--- src/rtl/usb_tx_serializer.sv ---
module usb_tx_serializer (
  input  logic       clk,
  input  logic       rst,
  input  logic       bit_en,
  input  logic [1:0] op_mode,
  input  logic       tx_valid,
  input  logic [7:0] tx_data,
  output logic       tx_ready,
  output logic [1:0] line_code,
  output logic       drive_en
);

  localparam logic [1:0] LC_SE0 = 2'b00;
  localparam logic [1:0] LC_J   = 2'b01;
  localparam logic [1:0] LC_K   = 2'b10;

  typedef enum logic [1:0] {S_IDLE, S_SYNC, S_DATA, S_EOP} st_t;

  st_t        state, nstate;
  logic [3:0] cnt, ncnt;
  logic [7:0] hold, shreg;
  logic       hold_full;
  logic [2:0] ones;
  logic       lvl, nlvl;
  logic       oe_q;
  logic [1:0] code_q;
  logic       emit, bitv, load_sh, stuff, se0, jforce, drop;

  wire quiet = op_mode[0];
  wire raw   = (op_mode == 2'b10);

  assign tx_ready  = !quiet && !hold_full && (state == S_SYNC || state == S_DATA);
  assign drive_en  = oe_q && !quiet;
  assign line_code = code_q;
  assign nlvl      = raw ? bitv : (bitv ? lvl : !lvl);

  always_comb begin
    emit = 1'b0; bitv = 1'b0; load_sh = 1'b0; stuff = 1'b0;
    se0 = 1'b0; jforce = 1'b0; drop = 1'b0;
    nstate = state; ncnt = cnt;
    case (state)
      S_IDLE: if (tx_valid) begin
        emit = 1'b1; nstate = S_SYNC; ncnt = 4'd1;
      end
      S_SYNC: begin
        emit = 1'b1;
        bitv = (cnt == 4'd7);
        if (cnt == 4'd7) begin nstate = S_DATA; ncnt = 4'd0; end
        else ncnt = cnt + 4'd1;
      end
      S_DATA: begin
        if (!raw && ones == 3'd6) begin
          emit = 1'b1; stuff = 1'b1;
        end else if (cnt != 4'd0) begin
          emit = 1'b1; bitv = shreg[0]; ncnt = cnt - 4'd1;
        end else if (hold_full) begin
          emit = 1'b1; bitv = hold[0]; load_sh = 1'b1; ncnt = 4'd7;
        end else begin
          se0 = 1'b1; nstate = S_EOP; ncnt = 4'd1;
        end
      end
      default: begin
        if (cnt == 4'd1) begin se0 = 1'b1; ncnt = 4'd2; end
        else if (cnt == 4'd2) begin jforce = 1'b1; ncnt = 4'd3; end
        else begin drop = 1'b1; nstate = S_IDLE; ncnt = 4'd0; end
      end
    endcase
  end

  always_ff @(posedge clk) begin
    if (rst) begin
      state <= S_IDLE; cnt <= 4'd0; hold <= 8'd0; shreg <= 8'd0;
      hold_full <= 1'b0; ones <= 3'd0; lvl <= 1'b1; oe_q <= 1'b0; code_q <= LC_J;
    end else if (quiet) begin
      state <= S_IDLE; cnt <= 4'd0; hold_full <= 1'b0;
      ones <= 3'd0; lvl <= 1'b1; oe_q <= 1'b0; code_q <= LC_J;
    end else begin
      if (tx_ready && tx_valid) begin
        hold <= tx_data; hold_full <= 1'b1;
      end
      if (bit_en) begin
        state <= nstate;
        cnt   <= ncnt;
        if (load_sh) begin
          shreg <= hold >> 1; hold_full <= 1'b0;
        end else if (emit && state == S_DATA && !stuff) begin
          shreg <= shreg >> 1;
        end
        if (emit) begin
          lvl    <= nlvl;
          code_q <= nlvl ? LC_J : LC_K;
          oe_q   <= 1'b1;
          ones   <= (raw || !bitv) ? 3'd0 : ones + 3'd1;
        end
        if (se0) code_q <= LC_SE0;
        if (jforce) begin code_q <= LC_J; lvl <= 1'b1; end
        if (drop) begin oe_q <= 1'b0; code_q <= LC_J; ones <= 3'd0; end
      end
    end
  end

endmodule

--- config.mk ---
export PLATFORM = sky130hd
export DESIGN_NAME = usb_tx_serializer
export DESIGN_NICKNAME = d
export VERILOG_FILES = /design/src/rtl/usb_tx_serializer.sv
export SDC_FILE = /design/constraint.sdc
export NUM_CORES = 1
export LEC_CHECK = 0
export BUFFER_PORTS_ARGS = -buffer_cell sky130_fd_sc_hd__buf_2
export CORE_MARGIN = 1.5
export CORE_UTILIZATION = 35
export CTS_CLUSTER_SIZE = 40
export DETAILED_ROUTE_END_ITERATION = 8
export GPL_TIMING_DRIVEN = 0
export PLACE_DENSITY_LB_ADDON = 0.15
export SLEW_MARGIN = 10
export SYNTH_ARGS = -nofsm -noshare
export SYNTH_HDL_FRONTEND = slang
export SYNTH_SLANG_ARGS = --single-unit
--- constraint.sdc ---
create_clock -name clk -period 4.2 [get_ports clk]
set_input_delay 0.84 -clock clk [delete_from_list [all_inputs] [get_ports clk]]
set_output_delay 0.84 -clock clk [all_outputs]
set_load 0.03 [all_outputs]
# Yosys cells after proc, flatten, opt, wreduce, memory -nomap -nowiden
# Cells that the tools add are included.
[totals] elab_cells=118 input_bits=14 reg_bits=30 output_inout_bits=4
[op_classes] muxes=60 reduce_logical=31 addsub=3 eq_ne=14 bitwise_logic=1
[op_table] op="1-bit 2-to-1 mux" n=31
[op_table] op="2-bit 2-to-1 mux" n=14
[op_table] op="4-bit 2-to-1 mux" n=4
[op_table] op="8-bit 2-to-1 mux" n=2
[op_table] op="3-bit 2-to-1 mux" n=4
[op_table] op="4-bit case mux with 3 select lines" n=1
[op_table] op="2-bit inequality test (second input constant)" n=4
[op_table] op="4-bit by 3-bit inequality test with 1-bit output (second input constant)" n=2
[op_table] op="2-bit AND reduction" n=4
[op_table] op="8-bit AND reduction" n=1
[op_table] op="4-bit nonzero test" n=2
[op_table] op="1-bit logical AND" n=7
[op_table] op="1-bit logical NOT" n=6
[op_table] op="2-bit case mux with 3 select lines" n=1
[op_table] op="3-bit AND reduction" n=2
[op_table] op="2-bit nonzero test" n=3
[op_table] op="4-bit by 1-bit adder with 4-bit output (second input constant)" n=1
[op_table] op="2-bit == test (second input constant)" n=2
[op_table] op="4-bit by 1-bit == test with 1-bit output (second input constant)" n=1
[op_table] op="4-bit by 2-bit == test with 1-bit output (second input constant)" n=1
[op_table] op="4-bit by 3-bit == test with 1-bit output (second input constant)" n=1
[op_table] op="1-bit case mux with 2 select lines" n=2
[op_table] op="2-bit OR reduction" n=2
[op_table] op="4-bit by 1-bit subtractor with 4-bit output (second input constant)" n=1
[op_table] op="other kinds (9)" n=10

# Longest topological paths before layout
# Gate-level depths: netlist of the first run.
[depth] ltp_word=12 depth_mapped=8 ltp_nobuf=7

# Worst setup path before layout of the first run
# OpenSTA, ideal clock, no wires.
[synth_path] path_kind="input-to-output" from="input op_mode[0]" to="output tx_ready" path_stages=1 slack_ns=1.760 arrival_ns=1.600 required_ns=3.360 path_cell_list="nor3_1"
[synth_between] elab_chain_cells=3
[synth_lines] element="start: declaration" line_no="5" rtl="input logic [1:0] op_mode,"
[synth_lines] element="1-bit logical NOT" line_no="32" rtl="assign tx_ready = !quiet && !hold_full && (state == S_SYNC || state == S_DATA);"
[synth_lines] element="1-bit logical AND (2 in a row)" line_no="32"
[synth_lines] element="end: declaration" line_no="8" rtl="output logic tx_ready,"
# No other way between the ends.

# Final worst setup path of the first run
[layout_path] from="register state[0]" to="output tx_ready"
[layout_between] elab_chain_cells=3 elab_cells_between_ends=4
[layout_lines] element="start: declaration" line_no="19" rtl="st_t state, nstate;"
[layout_lines] element="start signal: assignment" line_no="82" rtl="state <= nstate;"
[layout_lines] element="2-bit by 1-bit == test with 1-bit output / 2-bit == test (equally long branches)" line_no="32"
[layout_lines] element="1-bit logical OR *" line_no="32"
[layout_lines] element="1-bit logical AND *" line_no="32"
# Every way passes the cells marked *; elsewhere a longest branch is shown, timed or not.

==> results of run 1 <==
==> worst paths after layout <==
check | start | endpoint | cells after the start
worst max-delay path | state[0]$_SDFFE_PP0P_ | tx_ready | 5
worst min register to register | hold[3]$_SDFFE_PP0P_ | hold[3]$_SDFFE_PP0P_ | 2
worst max register to register | cnt[1]$_SDFFE_PP0P_ | state[0]$_SDFFE_PP0P_ | 7
worst min-delay path | hold[3]$_SDFFE_PP0P_ | hold[3]$_SDFFE_PP0P_ | 2
==> synthesized netlist by cell type, types with 2 or more instances <==
cell	number
or3_1	2
inv_1	18
and2_1	2
o21a_1	2
clkbuf_1	6
a31oi_1	5
nor2_1	12
nand2b_1	2
mux2i_1	3
nor2b_1	3
nand3_1	6
o221a_2	6
or2_2	2
xnor2_1	2
nand2_1	33
a21oi_1	24
o31ai_1	3
nand3b_1	2
dfxtp_1	29
o21ai_1	3
ha_1	11
a31o_2	2
o21ai_0	6
nor3_1	4
==> worst reg2reg max path, delay by kind of cell (launching register included) <==
kind	cells	cell delay (ns)
fa+ha+maj	1	0.23
simple gates	3	0.84
flops	1	0.43
buf+inv	1	0.12
compound gates	2	0.44
==> layer usage <==
| metal | track usage [%] | wire length (um) | vias up |
|---|---|---|---|
| li1 | - | - | 815 |
| met3 | 3.98 | 151 | 5 |
| met2 | 24.0 | 1700 | 25 |
| met4 | 7.00 | 57 | 0 |
| met1 | 24.7 | 2150 | 711 |
| met5 | 0 | 0 | - |
==> cells by family (layout without fill, tap and decap cells) <==
| logic type | after synthesis | count (layout) | share of synthesized area [%] |
|---|---|---|---|
| mux | 3 | 3 | 1.72 |
| buf+inv | 29 | 52 | 6.95 |
| compound gates | 64 | 64 | 25.4 |
| simple gates | 79 | 79 | 23.8 |
| flops | 29 | 29 | 33.2 |
| xor+xnor | 2 | 2 | 1.00 |
| fa+ha+maj | 11 | 11 | 7.88 |
==> state kept, by name, indices dropped and copies added, names as in the netlist <==
name       count
hold_full      1
line_code      2
state          2
cnt            4
hold           8
shreg          7
ones           3
oe_q           1
lvl            1
==> power by group <==
group / switching [mW] / internal [mW]
clock: 0.111 / 0.193
combinational: 0.0343 / 0.0214
sequential: 0.00234 / 0.278
total: 0.148 / 0.493
==> final cells by class <==
cell class | instances | area (sq um)
Inverter | 20 | 75.1
Buffer | 9 | 46.3
Tap cell | 67 | 83.8
Multi-Input combinational cell | 159 | 1040
Sequential cell | 29 | 581
Fill cell | 529 | 2730
Clock inverter | 1 | 30.0
Timing Repair Buffer | 15 | 75.1
Clock buffer | 7 | 86.3
==> metrics, run 1 <==
Gates resized, CTS repair 0; worst endpoint data arrival time 1.78 ns; Final Non-Filler Cells 307; Final Hold Violating Endpoints 0; Leak 0.724 nW; Synth area leaders dfxtp_1 (33%), ha_1 (7.9%), nand2_1 (7.1%); Inserted Diodes 0; synth warn 0; synthesized area 1750 sq um; max-slew violations 0; critical path type flip-flop to output pin; antenna viol nets, final 0; CP Cell Sequence inv_1 > ha_1 > inv_1 > nor3_1 > buf_2; Syn Area/Cell 8.05 sq um; Total Routed Length 4060 um; CTS tree built; grt total ovfl 0; die area 5420 sq um; First-pass DRT Iterations 4; hpwl dp 2990 um; number of synthesized flops with an enable pin 0; dominant synthesized flop cell dfxtp_1; worst slew pin tran 0.578 ns; Clock Sinks 29; final worst path period share 62.5%; hold crit path type flip-flop to flip-flop; Fin Setup TNS 0 ns; Worst-Skew Late Latency 0.28 ns; Peak VDD IR 175 uV; synthesis-to-finish area growth 15.8%; hold_ws 0.457 ns; first-pass GRT wire length 7080 um; GPL Wtd Cong 0.829; syn_nets 242; CTS Buf Count 5; post-CTS setup buffer count 0; register area share after synthesis 33.2%; power per cell area 317 nW/um^2; RSZ-0062 raised after global routing false; final instance area 2020 sq um; Syn Inst Count 217; Max Cap Viol 0; htree depth 2; Tmin final 2.62 ns; initial antenna violation count 0; CTS hold repair buffers 0; slowest CP cell dfxtp_1; Pwr Total 0.641 mW; Worst-path clk slew 0.06 ns; Max Clock Skew 0.00238 ns; Most common cell on crit path inv_1; # IOs 18; Iter 0 DRT Violations 88; Startpoint Class flip-flop; core box area 4750 sq um; Setup Viol. Count Final 0; vias per cell 5.07; Placed Area 1910 sq um; row count 25; Tot GR Track Use 17.0%; largest fanout on the critical path 4; post-route core utilization 42.5%; fin worst setup slack 1.58 ns; nets@finish 264; Worst path max stage delay 0.39 ns; Yosys top cell by area dfxtp_1; Reg2Reg Setup Slack 2.07 ns; CP bufs+invs 3; Die Span X 73.6 um; placed instance count 299; share of cells above drive strength 1 18.3%; Die Y 73.6 um; largest net degree at the start of global routing 11; clock root buffer clkbuf_8; most frequent cells in the layout nand2_1 (33), dfxtp_1 (29), a21oi_1 (24), inv_1 (18), buf_2 (16); fmax 0.381 GHz; status finished, final reports clean; most common cell after layout, fill and taps aside nand2_1; routed length per instance 13.2 um; vias in the first global route 1478; DRC viols 0; Port Buffers 15; Crit. End Element output pin; Data required, critical path 3.36 ns; top cell type's share of synthesized area 33.2%; worst slack, placed 1.80 ns; Yosys reg bits 29; fraction of registers with async set/reset 0%; via count 1556; Starting Density 36.7%; Synth cell types 53; CTS Buffer Depth 2; Relative slew margins 61.2%; CP delay by family, top buffers and inverters
Note: power is estimated with default switching activity, not from simulation.
==> inputs of run 2 (changes only) <==
==> constraint.sdc (replaced) <==
create_clock -name clk -period 2.4 [get_ports clk]
set_input_delay 0.48 -clock clk [delete_from_list [all_inputs] [get_ports clk]]
set_output_delay 0.48 -clock clk [all_outputs]
set_load 0.03 [all_outputs]
==> metrics, run 2 (same netlist as run 1, synthesis figures left out) <==
Max Clock Skew 0.00295 ns; area taken by flip-flops and latches 581 sq um; row count 25; Fin Setup TNS 0 ns; core box area 4750 sq um; antenna viol nets, final 0; Inserted Diodes 0; Worst-path clk slew 0.06 ns; critical path type flip-flop to output pin; status finished, final reports clean; final instance area 2030 sq um; grt total ovfl 0; die area 5420 sq um; Placed Area 1910 sq um; hold crit path type primary input to flip-flop; vias per cell 5.09; Die Span X 73.6 um; Biggest register hold; most common cell after layout, fill and taps aside nand2_1; Multi-input gate area 1050 sq um; largest net degree at the start of global routing 11; fmax 0.455 GHz; CTS Buf Count 5; Worst-Skew Late Latency 0.28 ns; Critical R2R Capture state[0]$_SDFFE_PP0P_; Hold EP hold[6]$_SDFFE_PP0P_; number of flip-flops in the largest register 8; First-pass DRT Iterations 4; max-slew violations 0; Leak 0.724 nW; # IOs 18; Final Hold Violating Endpoints 0; CTS tree built; Tmin final 2.20 ns; Data required, critical path 1.92 ns; power per cell area 554 nW/um^2; Pwr Total 1.12 mW; worst slew pin tran 0.578 ns; htree depth 2; CTS Buffer Depth 2; Max Cap Viol 0; via count 1562; DRC viols 0; CTS hold repair buffers 0; nets@finish 264; Peak VDD IR 309 uV; first-pass GRT wire length 7080 um; biggest regs hold: 8 flops, shreg: 7 flops, cnt: 4 flops; Startpoint Class flip-flop; hpwl dp 2990 um; most frequent cells in the layout nand2_1 (33), dfxtp_1 (29), a21oi_1 (24), inv_1 (18), buf_2 (16); synthesis-to-finish area growth 16.0%; Setup Viol. Count Final 0; Reg2Reg Setup Slack 0.28 ns; routed length per instance 13.3 um; Starting Density 36.7%; R2R depth 7; initial antenna violation count 0; Total Routed Length 4070 um; Crit. End Element output pin; Port Buffers 15; Tot GR Track Use 17.0%; worst endpoint data arrival time 1.72 ns; largest fanout on the critical path 4; hold depth 3; post-route core utilization 42.6%; hold_sp tx_data[6]; clock root buffer clkbuf_8; share of cells above drive strength 1 18.8%; GPL Wtd Cong 0.829; Relative slew margins 61.2%; Clock Sinks 29; RR Startpoint cnt[1]$_SDFFE_PP0P_; FILL cells 528; vias in the first global route 1478; Die Y 73.6 um; RSZ-0062 raised after global routing false; Iter 0 DRT Violations 80; final worst path period share 91.6%
-- run 2: changes by cell type in the layout (fill, tap and decap cells not counted) --
| cell | previous run | this run |
|---|---|---|
| nor3_1 | 4 | 3 |
| nor3_2 | 0 | 1 |
-- run 2: power by group --
group	switching [mW]	total (mW)	internal, mW
clock network	0.195	0.533	0.338
logic	0.0601	0.0978	0.0377
registers	0.00417	0.491	0.487
total	0.259	1.12	0.863
-- run 2: area by class of cell --
cell class                 instances  share of cell area [%]
buffer                             9                    2.28
clock buffer                       7                    4.26
clock inverter                     1                    1.48
inverter                          20                    3.70
multi-input combinational        159                    51.8
sequential                        29                    28.6
tap                               67                    4.14
timing repair buffer              15                    3.70
-- run 2: routing by layer --
layer | wire length (um) | part of all wire, % | track usage, %
met5 | 0 | 0 | 0
met4 | 72 | 1.8 | 7.00
met3 | 150 | 3.7 | 3.98
met2 | 1680 | 41 | 24.0
met1 | 2170 | 53 | 24.7
-- run 2: timing repair --
action                                  4_1_cts  5_1_grt
setup buffers                                 0        0
resized for setup                             0        1
endpoints found under the setup margin        0        1
-- run 2: critical path: stages (launching register included) --
cell and delay [ns]:
dfxtp_1 0.39, inv_1 0.08, ha_1 0.36, inv_1 0.10, nor3_2 0.25, buf_2 0.24
-- run 2: worst max-delay path by stage --
stage | startpoint | endpoint | slack, ns | cells after the start
6_report | state[0]$_SDFFE_PP0P_ | tx_ready | 0.20 | 5
2_1_floorplan | state[0]$_SDFFE_PP0P_ | hold[0]$_SDFFE_PP0P_ | 0.12 | 8
3_3_place_gp | cnt[0]$_SDFFE_PP0P_ | shreg[5]$_SDFFE_PP0P_ | 0.28 | 7
3_5_place_dp | cnt[0]$_SDFFE_PP0P_ | shreg[4]$_SDFFE_PP0P_ | 0.28 | 7
4_1_cts | state[0]$_SDFFE_PP0P_ | tx_ready | 0.12 | 5
5_1_grt | cnt[0]$_SDFFE_PP0P_ | shreg[3]$_SDFFE_PP0P_ | 0.08 | 7
-- run 2: metrics by stage --
| step | setup slack [ns] | hold slack (ns) | std cells |
|---|---|---|---|
| final | 0.202 | 0.430 | 307 |
| after global routing | 0.0827 | 0.433 | 307 |
| after CTS | 0.121 | 0.425 | 307 |
| after detailed placement | 0.280 | 0.448 | 299 |
| after global placement | 0.280 | 0.444 | 299 |
| after floorplan | 0.119 | 0.436 | 217 |
==> inputs of run 3 (changes only) <==
--- a/config.mk
+++ b/config.mk
@@ -6,6 +6,8 @@
 export NUM_CORES = 1
 export LEC_CHECK = 0
 export BUFFER_PORTS_ARGS = -buffer_cell sky130_fd_sc_hd__buf_2
+export CELL_PAD_IN_SITES_DETAIL_PLACEMENT = 1
+export CELL_PAD_IN_SITES_GLOBAL_PLACEMENT = 1
 export CORE_MARGIN = 1.5
 export CORE_UTILIZATION = 35
 export CTS_CLUSTER_SIZE = 40
==> metrics, run 3 (same netlist as run 1, synthesis figures left out) <==
status finished, final reports clean; antenna viol nets, final 0; Critical R2R Capture shreg[1]$_SDFFE_PP0P_; core box area 4750 sq um; CTS hold repair buffers 0; number of flip-flops in the largest register 8; largest net degree at the start of global routing 11; hold depth 3; critical path type flip-flop to flip-flop; Biggest register hold; CTS Buffer Depth 2; grt total ovfl 0; DRC viols 0; Inserted Diodes 0; row count 25; Leak 0.724 nW; first-pass GRT wire length 7530 um; CTS tree built; Reg2Reg Setup Slack 0.21 ns; Tmin final 2.19 ns; RR Startpoint cnt[0]$_SDFFE_PP0P_; R2R depth 7; hold crit path type primary input to flip-flop; First-pass DRT Iterations 4; final worst path period share 91.4%; initial antenna violation count 0; max-slew violations 0; Final Hold Violating Endpoints 0; Iter 0 DRT Violations 45; biggest regs hold: 8 flops, shreg: 7 flops, cnt: 4 flops; Startpoint Class flip-flop; worst slew pin tran 0.562 ns; nets@finish 264; Data required, critical path 2.57 ns; routed length per instance 14.5 um; largest fanout on the critical path 7; Port Buffers 15; CP bufs+invs 1; Setup Viol. Count Final 0; Die Y 73.6 um; Max Clock Skew 0.00458 ns; post-route core utilization 42.6%; power per cell area 553 nW/um^2; CP delay by family, top simple AND/OR/NAND/NOR gates; vias in the first global route 1494; fmax 0.456 GHz; Crit. End Element flip-flop; share of cells above drive strength 1 18.8%; CTS Buf Count 5; CP Cell Sequence inv_1 > ha_1 > nor3b_4 > nand2_1 > nor4_2 > a21oi_1 > o221a_2; htree depth 2; Max Cap Viol 0; Hold EP hold[0]$_SDFFE_PP0P_; Worst-path clk slew 0.07 ns; vias per cell 5.21; slowest CP cell nor4_2; GPL Wtd Cong 0.816; die area 5420 sq um; Die Span X 73.6 um; synthesis-to-finish area growth 16.0%; clock root buffer clkbuf_8; most common cell after layout, fill and taps aside nand2_1; # IOs 18; hpwl dp 3360 um; Crit. Startpoint cnt[0]$_SDFFE_PP0P_; Relative slew margins 62.2%; Clock Sinks 29; Fin Setup TNS 0 ns; most frequent cells in the layout nand2_1 (33), dfxtp_1 (29), a21oi_1 (24), inv_1 (18), buf_2 (16); hold_sp tx_data[0]; worst endpoint data arrival time 2.36 ns; Starting Density 36.7%; Peak VDD IR 234 uV; via count 1600; RSZ-0062 raised after global routing false; Tot GR Track Use 18.3%; Worst path max stage delay 0.45 ns; Total Routed Length 4450 um; Worst-Skew Late Latency 0.28 ns
[run 3: layer usage]
| layer | routed length (um) | track usage [%] | part of all wire [%] | vias to the layer above |
|---|---|---|---|---|
| li1 | - | - | - | 817 |
| met1 | 2360 | 26.9 | 53 | 753 |
| met2 | 1910 | 26.0 | 43 | 24 |
| met3 | 122 | 4.12 | 2.7 | 6 |
| met4 | 64 | 6.58 | 1.4 | 0 |
| met5 | 0 | 0 | 0 | - |
[run 3: how the worst max path moves through the flow]
stage	slack, ns	cells after the start	end
finish	0.21	7	shreg[1]$_SDFFE_PP0P_
global route	0.02	7	shreg[1]$_SDFFE_PP0P_
CTS	0.11	5	tx_ready
detailed placement	0.24	7	shreg[1]$_SDFFE_PP0P_
global placement	0.26	7	shreg[4]$_SDFFE_PP0P_
floorplan	0.12	8	hold[0]$_SDFFE_PP0P_
[run 3: what timing repair did]
item / 4_1_cts / 5_1_grt
endpoints found under the setup margin: 0 / 1
buffers inserted: 0 / 0
gates resized for setup: 0 / 1
[run 3: area by class of cell]
class / instances / area (sq um)
fillers: 602 / 2730
flip-flops and latches: 29 / 581
multi-input cells: 159 / 1050
inverters: 20 / 75.1
well taps: 67 / 83.8
clock inverters: 1 / 30.0
plain buffers: 9 / 46.3
clock buffers: 7 / 86.3
repair buffers: 15 / 75.1
[run 3: per-stage QoR]
stage          worst slack, ns  total power, mW  instances  hold WS (ns)  instance area (sq um)
4_1_cts                  0.115             1.14        307         0.420                   2020
2_1_floorplan            0.119            0.567        217         0.436                   1750
5_1_grt                 0.0187             1.17        307         0.434                   2030
6_report                 0.208             1.12        307         0.432                   2030
3_3_place_gp             0.256            0.601        299         0.444                   1910
3_5_place_dp             0.236            0.601        299         0.448                   1910
[run 3: worst reg2reg max path: cells and delay by family (launching register included)]
kind / cells / cell delay, ns
simple gates: 3 / 0.99
flops: 1 / 0.37
compound gates: 2 / 0.32
buf+inv: 1 / 0.15
fa+ha+maj: 1 / 0.26
[run 3: power by group]
part	switching (mW)	leakage [nW]	internal, mW
logic	0.0612	0.432	0.0378
registers	0.00438	0.234	0.487
clock network	0.193	0.0585	0.338
total	0.258	0.724	0.863
